--- src/rtl/lfsr_div_pkg.sv ---
package lfsr_div_pkg;

  typedef enum logic {
    DEC_PARALLEL = 1'b0,
    DEC_ZERO_RUN = 1'b1
  } dec_mode_e;

  function automatic int ceil_div(input int num, input int den);
    return (num + den - 1) / den;
  endfunction

endpackage

--- src/rtl/lfsr_core.sv ---
module lfsr_core #(
  parameter int WIDTH = 15,
  parameter int TAP   = 1
) (
  input  logic             clk,
  input  logic             rst,
  output logic [WIDTH-1:0] state_o
);

  localparam logic [WIDTH-1:0] SEED = {1'b1, {(WIDTH-1){1'b0}}};

  logic [WIDTH-1:0] state_q;
  logic             fb;

  assign fb = state_q[0] ^ state_q[TAP];

  always_ff @(posedge clk) begin
    if (rst) state_q <= SEED;
    else     state_q <= {fb, state_q[WIDTH-1:1]};
  end

  assign state_o = state_q;

  logic armed_q;
  always_ff @(posedge clk) begin
    if (rst) armed_q <= 1'b1;
  end

  AST_SEED_NONZERO: assert property (@(posedge clk) disable iff (rst)
    armed_q |-> (state_q != '0));
  AST_SHIFT_BODY: assert property (@(posedge clk) disable iff (rst)
    (armed_q && !$past(rst)) |-> (state_q[WIDTH-2:0] == $past(state_q[WIDTH-1:1])));
  AST_FEEDBACK: assert property (@(posedge clk) disable iff (rst)
    (armed_q && !$past(rst)) |-> (state_q[WIDTH-1] == ($past(state_q[0]) ^ $past(state_q[TAP]))));

endmodule

--- src/rtl/and_pipe.sv ---
module and_pipe #(
  parameter int WIDTH = 15,
  parameter int GROUP = 4
) (
  input  logic             clk,
  input  logic             rst,
  input  logic [WIDTH-1:0] vec_i,
  output logic             hit_o
);

  localparam int NGRP = lfsr_div_pkg::ceil_div(WIDTH, GROUP);

  logic [NGRP-1:0] grp_d;
  logic [NGRP-1:0] grp_q;
  logic            hit_q;

  for (genvar gi = 0; gi < NGRP; gi++) begin : g_grp
    localparam int LO = gi * GROUP;
    localparam int HI = (LO + GROUP > WIDTH) ? WIDTH - 1 : LO + GROUP - 1;
    assign grp_d[gi] = &vec_i[HI:LO];
  end

  // stage one: per-group partial products
  always_ff @(posedge clk) begin
    if (rst) grp_q <= '0;
    else     grp_q <= grp_d;
  end

  // stage two: combine the groups
  always_ff @(posedge clk) begin
    if (rst) hit_q <= 1'b0;
    else     hit_q <= &grp_q;
  end

  assign hit_o = hit_q;

  logic [1:0] vld_q;
  always_ff @(posedge clk) begin
    if (rst) vld_q <= '0;
    else     vld_q <= {vld_q[0], 1'b1};
  end

  AST_DECODE_LATENCY: assert property (@(posedge clk) disable iff (rst)
    vld_q[1] |-> (hit_o == (&$past(vec_i, 2))));
  AST_PULSE_SINGLE: assert property (@(posedge clk) disable iff (rst)
    (vld_q[1] && hit_o) |=> !hit_o);

endmodule

--- src/rtl/zero_run_det.sv ---
module zero_run_det #(
  parameter int RUN_LEN = 14
) (
  input  logic clk,
  input  logic rst,
  input  logic bit_i,
  output logic hit_o
);

  localparam int            CW   = $clog2(RUN_LEN + 1);
  localparam logic [CW-1:0] LAST = CW'(RUN_LEN - 1);
  localparam logic [CW-1:0] FULL = CW'(RUN_LEN);

  logic [CW-1:0] cnt_q;
  logic          hit_q;

  always_ff @(posedge clk) begin
    if (rst) begin
      cnt_q <= '0;
      hit_q <= 1'b0;
    end else if (bit_i) begin
      cnt_q <= '0;
      hit_q <= 1'b0;
    end else begin
      if (cnt_q != FULL) cnt_q <= cnt_q + 1'b1;
      hit_q <= (cnt_q == LAST);
    end
  end

  assign hit_o = hit_q;

  logic armed_q;
  always_ff @(posedge clk) begin
    if (rst) armed_q <= 1'b1;
  end

  AST_ZR_AFTER_ZERO: assert property (@(posedge clk) disable iff (rst)
    (armed_q && !$past(rst) && hit_o) |-> !$past(bit_i));
  AST_CNT_BOUND: assert property (@(posedge clk) disable iff (rst)
    armed_q |-> (cnt_q <= FULL));
  AST_ZR_SINGLE: assert property (@(posedge clk) disable iff (rst)
    (armed_q && hit_o) |=> !hit_o);

endmodule

--- src/rtl/lfsr_pulse_div.sv ---
module lfsr_pulse_div #(
  parameter int                      WIDTH       = 15,
  parameter int                      TAP         = 1,
  parameter int                      GROUP       = 4,
  parameter lfsr_div_pkg::dec_mode_e DECODE_MODE = lfsr_div_pkg::DEC_PARALLEL,
  parameter int                      RUN_LEN     = WIDTH - 1
) (
  input  logic             clk,
  input  logic             rst,
  output logic             pulse_o,
  output logic [WIDTH-1:0] state_o
);

  localparam logic [WIDTH:0] PERIOD = {1'b0, {WIDTH{1'b1}}};

  logic [WIDTH-1:0] core_state;

  lfsr_core #(.WIDTH(WIDTH), .TAP(TAP)) u_core (
    .clk     (clk),
    .rst     (rst),
    .state_o (core_state)
  );

  if (DECODE_MODE == lfsr_div_pkg::DEC_PARALLEL) begin : g_par
    and_pipe #(.WIDTH(WIDTH), .GROUP(GROUP)) u_dec (
      .clk   (clk),
      .rst   (rst),
      .vec_i (core_state),
      .hit_o (pulse_o)
    );
  end else begin : g_zr
    zero_run_det #(.RUN_LEN(RUN_LEN)) u_dec (
      .clk   (clk),
      .rst   (rst),
      .bit_i (core_state[0]),
      .hit_o (pulse_o)
    );
  end

  assign state_o = core_state;

  // spacing monitor for the period property
  logic [WIDTH:0] since_q;
  logic           seen_q;
  always_ff @(posedge clk) begin
    if (rst) begin
      since_q <= '0;
      seen_q  <= 1'b0;
    end else if (pulse_o) begin
      since_q <= (WIDTH+1)'(1);
      seen_q  <= 1'b1;
    end else if (since_q != '1) begin
      since_q <= since_q + 1'b1;
    end
  end

  AST_PERIOD: assert property (@(posedge clk) disable iff (rst)
    (seen_q && pulse_o) |-> (since_q == PERIOD));

endmodule

--- config.mk ---
export PLATFORM = sky130hd
export DESIGN_NAME = lfsr_pulse_div
export DESIGN_NICKNAME = d
export VERILOG_FILES = /design/src/rtl/lfsr_div_pkg.sv /design/src/rtl/lfsr_core.sv /design/src/rtl/and_pipe.sv /design/src/rtl/zero_run_det.sv /design/src/rtl/lfsr_pulse_div.sv
export SDC_FILE = /design/constraint.sdc
export NUM_CORES = 1
export LEC_CHECK = 0
export BUFFER_PORTS_ARGS = -buffer_cell sky130_fd_sc_hd__buf_2
export CORE_AREA = 2 2 39 41
export CTS_BUF_LIST = sky130_fd_sc_hd__clkbuf_4 sky130_fd_sc_hd__clkbuf_8 sky130_fd_sc_hd__clkbuf_16
export CTS_CLUSTER_DIAMETER = 120
export DETAILED_ROUTE_END_ITERATION = 10
export DIE_AREA = 0 0 41 43
export GPL_TIMING_DRIVEN = 0
export PLACE_DENSITY = 0.66
export RECOVER_POWER = 100
export SYNTH_ARGS = -nofsm -noshare
export SYNTH_HDL_FRONTEND = slang
export SYNTH_HIERARCHICAL = 1
export SYNTH_SLANG_ARGS = --single-unit
--- constraint.sdc ---
create_clock -name clk -period 1.5 [get_ports clk]
set_input_delay 0 -clock clk [delete_from_list [all_inputs] [get_ports clk]]
set_output_delay 0 -clock clk [all_outputs]
set_load 0.005 [all_outputs]
==> flow_summary_export.csv, run 1 <==
group,metric,value,unit
status,outcome,"finished, final reports clean",
worst_setup_path,crit_path_end,"u_core/state_o[14]",
placed_design,pre_cts_ws,788,ps
power_and_ir_drop,power_density,1220,nW/um^2
clocking,cts.sinks,20,
floorplan,chipWidth,41,um
clocking,clockBufferDepth,2,
placed_design,port_buffers,17,
floorplan,die-height,43,um
logic_synthesis,ys_async_sr_fraction,0,%
routing,drt_iter0_markers,0,
worst_setup_path,critical_path_depth,4,
logic_synthesis,synthTopCellsByCount,"dfxtp_1 (20), nor2b_1 (11), and2b_1 (3), nand4_1 (3), nor2_1 (3)",
routing,post-route-drc-count,0,
timing,setup_ws,548,ps
worst_setup_path,cp_num_buf_inv,3,
clocking,cts_buffers,3,
timing,holdWs,431,ps
clocking,insertion_delay,300,ps
floorplan,start_util,41.3,%
cells_and_area,syn_to_final_growth,24.5,%
clocking,h-tree-depth,1,
worst_setup_path,worstSetupStartpointType,"input pin",
timing,fmax,1.05,GHz
power_and_ir_drop,vdd_drop_max,0.435,mV
worst_setup_path,required,1750,ps
timing,skew,2.38,ps
worst_setup_path,cp_slowest_stage_delay,520,ps
worst_setup_path,crit_type,"in -> reg",
placed_design,dp.cells,79,
clocking,cts-root-buf,"clkbuf_4",
routing,finalWirelength,874,um
power_and_ir_drop,p_int,697,uW
global_routing,grtUsageTotal,12.7,%
worst_setup_path,endpoint_kind,"flip-flop",
clocking,clk_pin_slew_worst_paths,110,ps
min_path,hold_path.class,"reg -> reg",
logic_synthesis,synth.avg_cell_area,12.4,um^2
worst_setup_path,r2r_cells,2,
logic_synthesis,synthCells,46,
logic_synthesis,synth_cell_type_count,11,
placed_design,gp_congestion,0.618,
logic_synthesis,yosysTopAreaCellShare,70.0,%
floorplan,num_rows,14,
timing,hold_violations,0,
power_and_ir_drop,seqPwrFrac,62.2,%
timing,slew_violations,0,
logic_synthesis,synth_edf_count,0,
logic_synthesis,syn-num-nets,48,
worst_setup_path,crit_slowest_cell,"dlygate4sd3_1",
power_and_ir_drop,netSwitchingFraction,19.8,%
logic_synthesis,ys_ff_latch,20,
logic_synthesis,synth_area,572,um^2
worst_setup_path,cp.arrival,1200,ps
cells_and_area,stdcell_count,84,
logic_synthesis,synth.most_common_cell,"dfxtp_1",
global_routing,overflow,0,
power_and_ir_drop,p_clk_share,35.1,%
worst_setup_path,worst-path-max-fanout,11,
clocking,cts-resized-gates,0,
routing,vias_per_cell,4.35,
placed_design,hpwl,573,um
worst_setup_path,rr_endpoint,"g_par.u_dec/grp_q[0]",
routing,wl_per_cell,10.4,um
global_routing,grt_max_degree,12,
cells_and_area,fin_area,712,um^2
placed_design,place_area,677,um^2
power_and_ir_drop,combPwrFrac,2.6,%
timing,worstMarginPinSlew,388,ps
timing,timing.final.crit_share,63.5,%
timing,setup_viol_count_final,0,
timing,rsz0062_at_grt,"false",
cells_and_area,nets,71,
clocking,cts_tree,"yes",
routing,firstDrtPassIters,1,
worst_setup_path,path_delay_family,"buffers and inverters",
timing,period_needed,952,ps
global_routing,grt_pass1_wl,1.35,mm
worst_setup_path,crit_path_start,"rst",
floorplan,core_region_area,1380,um^2
worst_setup_path,ff2ff_setup_slack,770,ps
cells_and_area,diodes,0,
floorplan,die-area,1760,um^2
worst_setup_path,reg2reg_from,"u_core/state_o[2]",
min_path,min_from,"g_par.u_dec/grp_q[1]",
timing,slew_headroom,74.1,%
global_routing,grt_pass1_vias,326,
logic_synthesis,yosys.area.top_type,"dfxtp_1",
timing,tns,0,ps
logic_synthesis,ys.flop_type,"dfxtp_1",
logic_synthesis,yosysWarnings,6,
routing,ant_nets,0,
global_routing,antenna_found_initial,0,
worst_setup_path,cp_cell_sequence,"dlygate4sd3_1 -> clkbuf_1 -> buf_4 -> nand2b_1",
logic_synthesis,synthTopCellsByArea,"dfxtp_1 (70%), nor2b_1 (12%), and2b_1 (3.9%)",
power_and_ir_drop,p_switching,172,uW
routing,vias,365,
job,maxCapViolations,0,
floorplan,ios,18,
power_and_ir_drop,power_leakage,0.308,nW
logic_synthesis,synth_seq_area_share,70.0,%
cells_and_area,drive_above_1_share,22.1,%
-- cells in the final DEF, fill, tap and decap left out --
cell / count
dfxtp_1: 20
nor2b_1: 11
clkbuf_1: 9
buf_2: 8
clkbuf_4: 3
nand4_1: 3
nor2_1: 3
and2b_1: 3
clkbuf_8: 1
nand2_1: 1
and4bb_2: 1
and4b_2: 1
dlygate4sd3_1: 1
buf_4: 1
xnor2_1: 1
nand2b_1: 1
-- routing by layer --
metal | up-vias | wire length, um | track usage (%)
li1 | 191 | - | -
met1 | 154 | 431 | 14.1
met2 | 15 | 335 | 15.6
met3 | 5 | 60 | 4.71
met4 | 0 | 46 | 16.0
met5 | - | 0 | 0
-- kinds of logic after synthesis --
family / Yosys count / share of synthesized area, %
simple gates: 24 / 27.1
buf+inv: 1 / 1.31
flops: 20 / 70.0
xor+xnor: 1 / 1.53
-- state kept, by name, summed over array words and instances, names as in the netlist --
name,flops
u_core/state_o,15
g_par.u_dec/grp_q,4
g_par.u_dec/hit_o,1
-- layout make-up --
cell class,count,area (um^2)
clock buffer,4,36.3
sequential,20,400
fill,132,672
buffer,1,7.51
timing repair buffer,18,83.8
tap,16,20.0
multi-input combinational,25,164
-- repair_timing --
action | in CTS | in global routing
setup buffers | 0 | 0
hold buffers | 1 | 0
hold endpoints to repair | 5 | 0
-- metrics by stage --
step                power, mW  util [%]
global route            0.904      51.4
finish                  0.868      51.4
detailed placement      0.574      48.9
CTS                     0.883      52.3
floorplan               0.562         -
global placement        0.574      48.9
-- worst min-delay path by stage --
stage                                       to  slack, ps  cells past startpoint
final                        g_par.u_dec/hit_o        430                      2
after global routing         g_par.u_dec/hit_o        440                      2
after CTS                    g_par.u_dec/hit_o        430                      2
after detailed placement  g_par.u_dec/grp_q[2]        300                      2
after global placement    g_par.u_dec/grp_q[1]        300                      2
after floorplan             u_core/state_o[12]         70                      1
-- power by group through the flow --
stage / sequential, mW / combinational (mW) / clock [mW]
after floorplan: 0.553 / 0.00965 / 0
after global placement: 0.552 / 0.0219 / 0
after detailed placement: 0.552 / 0.0222 / 0
after CTS: 0.540 / 0.0242 / 0.318
after global routing: 0.542 / 0.0260 / 0.337
final: 0.540 / 0.0230 / 0.305
-- worst register-to-register path, stage by stage, from the launching register on --
cell and delay (ps):
dfxtp_1 360, nand2_1 50, and4bb_2 270
No activity file was read; power rests on OpenSTA's default activity.
==> run 2, diff against run 1 <==
--- a/config.mk
+++ b/config.mk
@@ -5,14 +5,14 @@
 export SDC_FILE = /design/constraint.sdc
 export NUM_CORES = 1
 export LEC_CHECK = 0
+export ABC_AREA = 1
 export BUFFER_PORTS_ARGS = -buffer_cell sky130_fd_sc_hd__buf_2
-export CORE_AREA = 2 2 39 41
+export CORE_UTILIZATION = 41
 export CTS_BUF_LIST = sky130_fd_sc_hd__clkbuf_4 sky130_fd_sc_hd__clkbuf_8 sky130_fd_sc_hd__clkbuf_16
 export CTS_CLUSTER_DIAMETER = 120
 export DETAILED_ROUTE_END_ITERATION = 10
-export DIE_AREA = 0 0 41 43
 export GPL_TIMING_DRIVEN = 0
-export PLACE_DENSITY = 0.66
+export PLACE_DENSITY = 0.65
 export RECOVER_POWER = 100
 export SYNTH_ARGS = -nofsm -noshare
 export SYNTH_HDL_FRONTEND = slang
==> constraint.sdc (replaced) <==
create_clock -name clk -period 0.8 [get_ports clk]
set_input_delay 0 -clock clk [delete_from_list [all_inputs] [get_ports clk]]
set_output_delay 0 -clock clk [all_outputs]
set_load 0.005 [all_outputs]
==> run 2 against run 1 <==
Combinational power rose by 120%. Final cell count rose by 25%. Utilization grew 5.6 points. Worst setup slack worse by 510 ps. Flip-flop and latch count unchanged. Area after synthesis rose by 4.8%. Non-clock buffer count unchanged. Routed wire length increased by 7.9%. Global-route usage grew 1.3 points. Design area grew 6.9%. Sequential power is 89% higher. Largest power group unchanged.
==> flow_summary_export.csv, run 2 <==
group,metric,value,unit
timing,period_needed,759,ps
worst_setup_path,required,800,ps
timing,hold_violations,0,
power_and_ir_drop,power_leakage,0.346,nW
logic_synthesis,syn-num-nets,71,
routing,vias_per_cell,4.35,
logic_synthesis,synth_area,599,um^2
logic_synthesis,synth.most_common_cell,"dfxtp_1",
worst_setup_path,crit_path_start,"u_core/state_o[14]",
worst_setup_path,worst-path-max-fanout,3,
routing,drt_iter0_markers,10,
cells_and_area,final_common_cell,"nor2_1",
clocking,clk_pin_slew_worst_paths,100,ps
worst_setup_path,endpoint_kind,"output pin",
floorplan,core_region_area,1330,um^2
routing,finalWirelength,943,um
power_and_ir_drop,vdd_drop_max,1.02,mV
clocking,cts-root-buf,"clkbuf_4",
worst_setup_path,cp_num_buf_inv,1,
logic_synthesis,synthTopCellsByCount,"dfxtp_1 (20), nor2_1 (19), inv_1 (16)",
routing,vias,457,
global_routing,grt_pass1_wl,1.42,mm
worst_setup_path,cp_slowest_stage_delay,360,ps
placed_design,gp_congestion,0.625,
floorplan,ios,18,
timing,rsz0062_at_grt,"true",
global_routing,grt_pass1_vias,354,
worst_setup_path,cp.arrival,760,ps
cells_and_area,fin_area,761,um^2
logic_synthesis,yosysWarnings,6,
logic_synthesis,synth_cell_type_count,7,
placed_design,pre_cts_ws,138,ps
logic_synthesis,yosys.area.top_type,"dfxtp_1",
routing,wl_per_cell,8.98,um
timing,slew_headroom,89.1,%
logic_synthesis,synthTopCellsByArea,"dfxtp_1 (67%), nor2_1 (12%), inv_1 (10%)",
cells_and_area,diodes,0,
global_routing,grtUsageTotal,14.0,%
logic_synthesis,yosysTopAreaCellShare,66.8,%
clocking,cts.sinks,20,
timing,worstMarginPinSlew,164,ps
floorplan,die-height,40.2,um
routing,firstDrtPassIters,3,
global_routing,overflow,0,
cells_and_area,stdcell_count,105,
worst_setup_path,path_delay_family,"flip-flops",
min_path,min_from,"u_core/state_o[6]",
worst_setup_path,reg2reg_from,"u_core/state_o[1]",
clocking,h-tree-depth,1,
placed_design,hpwl,651,um
floorplan,num_rows,13,
floorplan,chipWidth,40.2,um
placed_design,place_area,703,um^2
routing,post-route-drc-count,0,
timing,slew_violations,0,
clocking,clockBufferDepth,2,
logic_synthesis,synthCells,69,
global_routing,grt_max_degree,11,
timing,holdWs,429,ps
placed_design,port_buffers,17,
cells_and_area,drive_above_1_share,41.1,%
status,outcome,"finished, final reports clean",
timing,setup_ws,40.9,ps
logic_synthesis,synth_edf_count,0,
timing,timing.final.crit_share,94.9,%
clocking,cts_buffers,3,
worst_setup_path,worstSetupStartpointType,"flip-flop",
logic_synthesis,ys_ff_latch,20,
min_path,hold_path.class,"reg -> reg",
floorplan,die-area,1620,um^2
placed_design,dp.cells,101,
cells_and_area,mostFrequentLayoutCells,"nor2_1 (19), buf_2 (16), inv_1 (16), dfxtp_2 (15)",
logic_synthesis,synth_seq_area_share,66.8,%
cells_and_area,syn_to_final_growth,26.9,%
worst_setup_path,crit_slowest_cell,"dfxtp_2",
floorplan,start_util,44.9,%
power_and_ir_drop,p_total,1.51,mW
logic_synthesis,ys.flop_type,"dfxtp_1",
timing,setup_viol_count_final,0,
timing,fmax,1.32,GHz
routing,ant_nets,0,
clocking,cts_tree,"yes",
job,maxCapViolations,0,
power_and_ir_drop,power_density,1980,nW/um^2
logic_synthesis,synth.avg_cell_area,8.69,um^2
global_routing,antenna_found_initial,0,
worst_setup_path,crit_type,"reg -> out",
logic_synthesis,ys_async_sr_fraction,0,%
cells_and_area,nets,94,
cells_and_area,largest_reg_flops,15,
timing,skew,1.07,ps
worst_setup_path,cp_cell_sequence,"buf_2",
clocking,insertion_delay,280,ps
==> run 2: where the power goes <==
part           internal [mW]  switching [mW]
Clock                  0.175           0.268
Sequential              1.01         0.00781
Combinational         0.0223          0.0288
Total                   1.20           0.305
==> run 2: path summary, 6_finish.rpt <==
kind / endpoint / slack, ps / cells past startpoint
setup reg to reg: u_core/state_o[14] / 130 / 3
setup / recovery: state_o[14] / 40 / 1
hold / removal: u_core/state_o[5] / 430 / 2
hold reg to reg: u_core/state_o[5] / 430 / 2
==> run 2: worst reg2reg max path, cell delays in order, from the launching register on <==
cell	delay [ps]
dfxtp_2	370
inv_1	60
nand2_1	60
nand3_1	70
==> run 2: area by class of cell <==
cell class / count / area (um^2)
fillers: 125 / 573
flip-flops and latches: 20 / 419
multi-input cells: 31 / 124
repair buffers: 18 / 101
inverters: 17 / 63.8
clock buffers: 3 / 22.5
well taps: 15 / 18.8
plain buffers: 1 / 11.3
==> run 2: repair_timing <==
| action | CTS | global route |
|---|---|---|
| hold buffers | 1 | 0 |
| endpoints found under the setup margin | 1 | 15 |
| setup buffers | 0 | 0 |
| gates resized for setup | 1 | 15 |
| endpoints found under the hold margin | 5 | 0 |
==> run 2: stage by stage <==
stage	utilization, %	TNS, ps
after CTS	55.3	0
after detailed placement	52.7	0
final	57.0	0
after global placement	52.7	0
after global routing	57.0	-14.7
after floorplan	-	0
==> run 2: cell families (layout without fill, tap and decap cells) <==
group / count (synthesis) / count (layout) / synth area share (%)
flops: 20 / 20 / 66.8
simple gates: 31 / 31 / 20.7
buf+inv: 18 / 39 / 12.5
==> run 2: layer usage <==
metal  GRT usage, %  vias up  part of all wire, %
li1               -      244                    -
met1           15.7      203                   48
met2           21.8        8                   47
met3           6.67        2                  3.0
met4           7.50        0                  1.5
met5              0        -                    0
